### config.mk
export PLATFORM = sky130hd
export DESIGN_NAME = xpermit_eval
export DESIGN_NICKNAME = d
export VERILOG_FILES = /design/src/rtl/xpermit_pkg.sv /design/src/rtl/xpermit_pattern_rom.sv /design/src/rtl/xpermit_mode_match.sv /design/src/rtl/xpermit_out_reg.sv /design/src/rtl/xpermit_eval.sv
export SDC_FILE = /design/constraint.sdc
export NUM_CORES = 1
export LEC_CHECK = 0
export ABC_AREA = 1
export BUFFER_PORTS_ARGS = -buffer_cell sky130_fd_sc_hd__buf_2
export CORE_AREA = 5 5 42 44
export CTS_BUF_LIST = sky130_fd_sc_hd__clkbuf_16
export DETAILED_ROUTE_END_ITERATION = 12
export DIE_AREA = 0 0 47 49
export PLACE_DENSITY_LB_ADDON = 0.15
export SYNTH_ARGS = -nofsm -noshare
export SYNTH_HDL_FRONTEND = slang
export SYNTH_SLANG_ARGS = --single-unit
### constraint.sdc
create_clock -name clk -period 0.8 [get_ports clk]
set_input_delay 0.08 -clock clk [delete_from_list [all_inputs] [get_ports clk]]
set_output_delay 0.08 -clock clk [all_outputs]
set_load 0.01 [all_outputs]
### src/rtl/xpermit_pkg.sv
package xpermit_pkg;

  localparam int unsigned COND_W  = 11;
  localparam int unsigned MODE_N  = 5;

  typedef struct packed {
    logic              live;
    logic [COND_W-1:0] want;
    logic [COND_W-1:0] care;
  } mode_pat_t;

  // Pattern set; bit i of want/care is condition input i.
  function automatic mode_pat_t mode_pattern(input int unsigned idx);
    mode_pat_t p;
    p = '{live: 1'b0, want: '0, care: '0};
    case (idx)
      0: p = '{live: 1'b1, want: 11'b000_0000_0111, care: 11'b000_0000_0111};
      1: p = '{live: 1'b1, want: 11'b000_0011_1011, care: 11'b000_0011_1111};
      2: p = '{live: 1'b1, want: 11'b100_1101_1011, care: 11'b100_1111_1111};
      3: p = '{live: 1'b1, want: 11'b101_0101_1011, care: 11'b101_1111_1111};
      4: p = '{live: 1'b1, want: 11'b001_0101_1011, care: 11'b111_1111_1111};
      default: p = '{live: 1'b0, want: '0, care: '0};
    endcase
    return p;
  endfunction

endpackage

### src/rtl/xpermit_pattern_rom.sv
module xpermit_pattern_rom
  import xpermit_pkg::*;
#(
  parameter int unsigned N_MODE = MODE_N
) (
  output mode_pat_t [N_MODE-1:0] pats
);
  for (genvar k = 0; k < N_MODE; k++) begin : g_pat
    assign pats[k] = mode_pattern(k);
  end
endmodule

### src/rtl/xpermit_mode_match.sv
module xpermit_mode_match
  import xpermit_pkg::*;
(
  input  logic [COND_W-1:0] cond,
  input  mode_pat_t         pat,
  output logic              hit
);
  logic [COND_W-1:0] miss;

  always_comb begin
    miss = (cond ^ pat.want) & pat.care;
    hit  = pat.live && (miss == '0);
  end
endmodule

### src/rtl/xpermit_out_reg.sv
module xpermit_out_reg #(
  parameter int unsigned N_MODE = 5
) (
  input  logic              clk,
  input  logic              rst,
  input  logic [N_MODE-1:0] hit_d,
  output logic [N_MODE-1:0] hit_q,
  output logic              permit_q
);
  always_ff @(posedge clk) begin
    if (rst) begin
      hit_q    <= '0;
      permit_q <= 1'b0;
    end else begin
      hit_q    <= hit_d;
      permit_q <= |hit_d;
    end
  end
endmodule

### src/rtl/xpermit_eval.sv
module xpermit_eval
  import xpermit_pkg::*;
#(
  parameter int unsigned N_MODE = MODE_N
) (
  input  logic              clk,
  input  logic              rst,
  input  logic [COND_W-1:0] cond_in,
  output logic [N_MODE-1:0] mode_hit,
  output logic              permit
);
  mode_pat_t [N_MODE-1:0] pats;
  logic      [N_MODE-1:0] hit_c;

  xpermit_pattern_rom #(.N_MODE(N_MODE)) u_rom (.pats(pats));

  for (genvar k = 0; k < N_MODE; k++) begin : g_match
    xpermit_mode_match u_match (
      .cond (cond_in),
      .pat  (pats[k]),
      .hit  (hit_c[k])
    );
  end

  xpermit_out_reg #(.N_MODE(N_MODE)) u_oreg (
    .clk      (clk),
    .rst      (rst),
    .hit_d    (hit_c),
    .hit_q    (mode_hit),
    .permit_q (permit)
  );
endmodule

* Word level (Yosys, flattened, before mapping) *
Cells that the tools add are included.

word-level totals
  bits of input ports = 13
  bits in registers = 6
  word-level logic and storage cells = 13
  output and inout bits = 6

cells by class
  reductions and logical operators = 6
  bitwise operators = 5

operators with widths
  operator           number
  $logic_not A11 Y1  5
  $not A7 Y7         2
  $not A6 Y6         1
  $not A5 Y5         1
  $reduce_or A5 Y1   1
  $not A3 Y3         1

* Longest topological paths before layout *
  depth after elaboration = 3
  gate-level depth with buffers = 8
  mapped depth without buffers = 8

* By module *
A second synthesis with hierarchy kept.

second synthesis, totals
  cells, all modules = 449
  area, all modules = 2384.8 um^2

by module, submodules not included
  module               cells an instance  times used  area an instance (um^2)  sequential area each (um^2)
  xpermit_mode_match   62                 5           266.5                    0.0
  xpermit_pattern_rom  117                1           870.8                    0.0
  xpermit_out_reg      22                 1           181.4                    120.1

* Least setup slack after synthesis *
Ideal clock, no wire load.

  path kind = input -> register
  from = in cond_in[1]
  to = reg u_oreg.permit_q
  cell stages on the path = 8
  slack = 0.189 ns
  setup time = 0.111 ns
  path buffers = 0
  arrival = 0.499 ns
  required time = 0.689 ns
  cells stage by stage = nand2_2 > inv_1 > nand3_1 > nand2_1 > inv_1 > nand2_1 > nor2_1 > nor2_1

between the ends
  cells in the longest elaborated chain, start to end = 3
  elaborated cells between the ends (all ways) = 11
  those cells by class = 5 x bitwise; 6 x reduce/logical

RTL lines
  element                                                    RTL line                  text
  start, declared                                            xpermit_eval.sv:8         input logic [COND_W-1:0] cond_in,
  $not A3 Y3 (no source line), or another cell as far along  -
  $logic_not A11 Y1                                          xpermit_mode_match.sv:12  hit = pat.live && (miss == '0);
  $reduce_or A5 Y1 *                                         xpermit_out_reg.sv:16     permit_q <= |hit_d;
  end signal, assigned                                       xpermit_out_reg.sv:16
  end, declared                                              xpermit_out_reg.sv:8      output logic permit_q

Every way passes the cells marked *; elsewhere a longest branch is shown, timed or not.
A chain may end at the register's enable or synchronous reset.

* Worst setup path after layout *
  from = reg u_oreg.permit_q
  to = out permit

RTL lines
  element        RTL line            text
  end, declared  xpermit_eval.sv:10  output logic permit

No word-level cell between the ends.

==> impl_metrics.json <==
{
  "ys_seq_area_share_pct": 43.8,
  "synth_cells": 40,
  "period_needed_ps": 715,
  "num_io_pins": 19,
  "synthToLayoutAreaGrowth_pct": 67.6,
  "yosys_register_bits": 6,
  "antennaDiodeCount": 0,
  "final_nets": 76,
  "cts_hold_buf": 0,
  "fin_crit_sh_pct": 89.4,
  "globalplace.congestion": 0.627,
  "async_reset_ff_share_pct": 0,
  "dr.pass1.iters": 1,
  "yosysTopAreaCell": "dfxtp_1",
  "core_um2": 1400,
  "crit_buf_inv": 1,
  "htreeDepth": 1,
  "worst-path-stages": 1,
  "synth_warnings": 0,
  "setup_tns_ps": 0,
  "fmax_ghz": 1.40,
  "slowest_delay_ps": 290,
  "yosysUniqueCellTypes": 10,
  "clock_sinks": 6,
  "synthesis.nets": 53,
  "die_w_um": 47,
  "vias": 293,
  "ant_nets": 0,
  "hpwl_um": 528,
  "crit_required_ps": 720,
  "power_uw": 1170,
  "max-clock-path-buffers": 2,
  "synth_edf_count": 0,
  "die_y_um": 49,
  "finalWirelength_um": 587,
  "synth_commonest_cells": "nand2_1 (9), nor2_1 (9), dfxtp_1 (6), inv_1 (6), nand3_1 (3)",
  "placed_area_um2": 384,
  "drc": 0,
  "endpoint_kind": "output pin",
  "die_area_um2": 2300,
  "arrival_ps": 640,
  "worst_slew_pin_slew_ps": 130,
  "p_leak_uw": 0.000265,
  "wl_per_cell_um": 7.62,
  "postCtsResizedCells": 0,
  "vias_per_cell": 3.81,
  "run_status": "complete, no violations",
  "critPathLaunch": "u_oreg.permit_q",
  "critical_path.top_delay_family": "flip-flops",
  "avgSynthCellArea_um2": 6.85,
  "setup.worst_path.start_class": "flip-flop",
  "clkSlewWorstSetupHoldPaths_ps": 30,
  "numCtsBuffers": 3,
  "placementRows": 14,
  "hp-class": "input pin to flip-flop",
  "grt_max_degree": 7,
  "final_area_um2": 459,
  "drv_cap": 0,
  "hold_slack_ps": 85.1,
  "synth_flop_cell": "dfxtp_1",
  "mappedNetlistArea_um2": 274,
  "crit_slowest_cell": "dfxtp_1",
  "grt_first_pass_wirelength_um": 876,
  "finalHoldViolations": 0,
  "clock-root-buffer": "clkbuf_16",
  "fin_util_pct": 32.8,
  "post_cts_buffers": 0,
  "initial_utilization_pct": 19.6,
  "grt_setup_unrepaired": "no",
  "grt_pass1_vias": 261,
  "grt_use_total_pct": 5.49,
  "final_layout_size_suffix_gt1_share_pct": 44.3,
  "synth_top_cell_area_share_pct": 43.8,
  "cts_tree": "done",
  "slew_headroom_pct": 91.3,
  "grt_overflow_total": 0,
  "setup_viol": 0,
  "synth_area_leaders": "dfxtp_1 (44%), nand2_1 (12%), nor2_1 (12%)",
  "maxSlewViolCount": 0,
  "max-vdd-ir-drop_v": 0.000722,
  "path_class": "flip-flop to output pin",
  "worst-path-max-fanout": 1,
  "crit_chain": "buf_2",
  "antenna_found_initial": 0,
  "crit_end": "permit",
  "numPortBuffers": 18,
  "drt_iter0_drc": 0,
  "powerDensity_nw_per_um2": 2540
}
## power breakdown
part	leakage [uW]	internal (uW)	total [uW]	switching [uW]
clock	0.0000370	639	784	145
combinational	0.000180	37.9	77.5	39.6
sequential	0.0000485	305	305	0.646
## metal layers
metal	up-vias	GRT usage (%)	share of wire, %
met2	15	7.69	45
met3	2	1.11	11
met4	0	6.91	3.2
li1	160	-	-
met5	-	0	0
met1	116	5.70	41
## sequential cells by signal, summed over array words and instances, names as in the netlist
| name | cells |
|---|---|
| u_oreg.hit_q | 5 |
| u_oreg.permit_q | 1 |
## metrics by stage
step	setup WS [ps]	instances
6_report	84.7	77
5_1_grt	56.8	77
4_1_cts	72.5	77
3_5_place_dp	-2.10	74
3_3_place_gp	20.7	74
2_1_floorplan	189	40
## how the worst min path moves through the flow
stage	end	depth (start not counted)	slack [ps]	start
after global routing	u_oreg.hit_q[2]	2	100	rst
final	u_oreg.hit_q[2]	2	90	rst
after CTS	u_oreg.hit_q[2]	2	90	rst
after floorplan	u_oreg.hit_q[0]	1	150	rst
after detailed placement	u_oreg.hit_q[0]	2	320	rst
after global placement	u_oreg.hit_q[0]	2	320	rst
## kinds of logic after synthesis
logic type             count (synthesis)  share of synthesized area [%]
AND/OR/NAND/NOR                       27                           46.6
buffers and inverters                  7                           9.59
flip-flops                             6                           43.8
## final cells by class
cell class	instances	area (um2)
fillers	167	942
multi-input cells	27	128
flip-flops and latches	6	120
repair buffers	18	90.1
clock buffers	3	75.1
inverters	7	26.3
well taps	16	20.0
## cell usage in the layout, fill, tap and decap left out
cell and instances:
buf_2 18, clkbuf_16 3, dfxtp_1 6, inv_1 6, inv_2 1, nand2_1 9, nand2_2 2, nand3_1 3
nand3b_1 1, nor2_1 9, nor2_2 2, nor3b_2 1
Power figures use the tool's default switching activity.
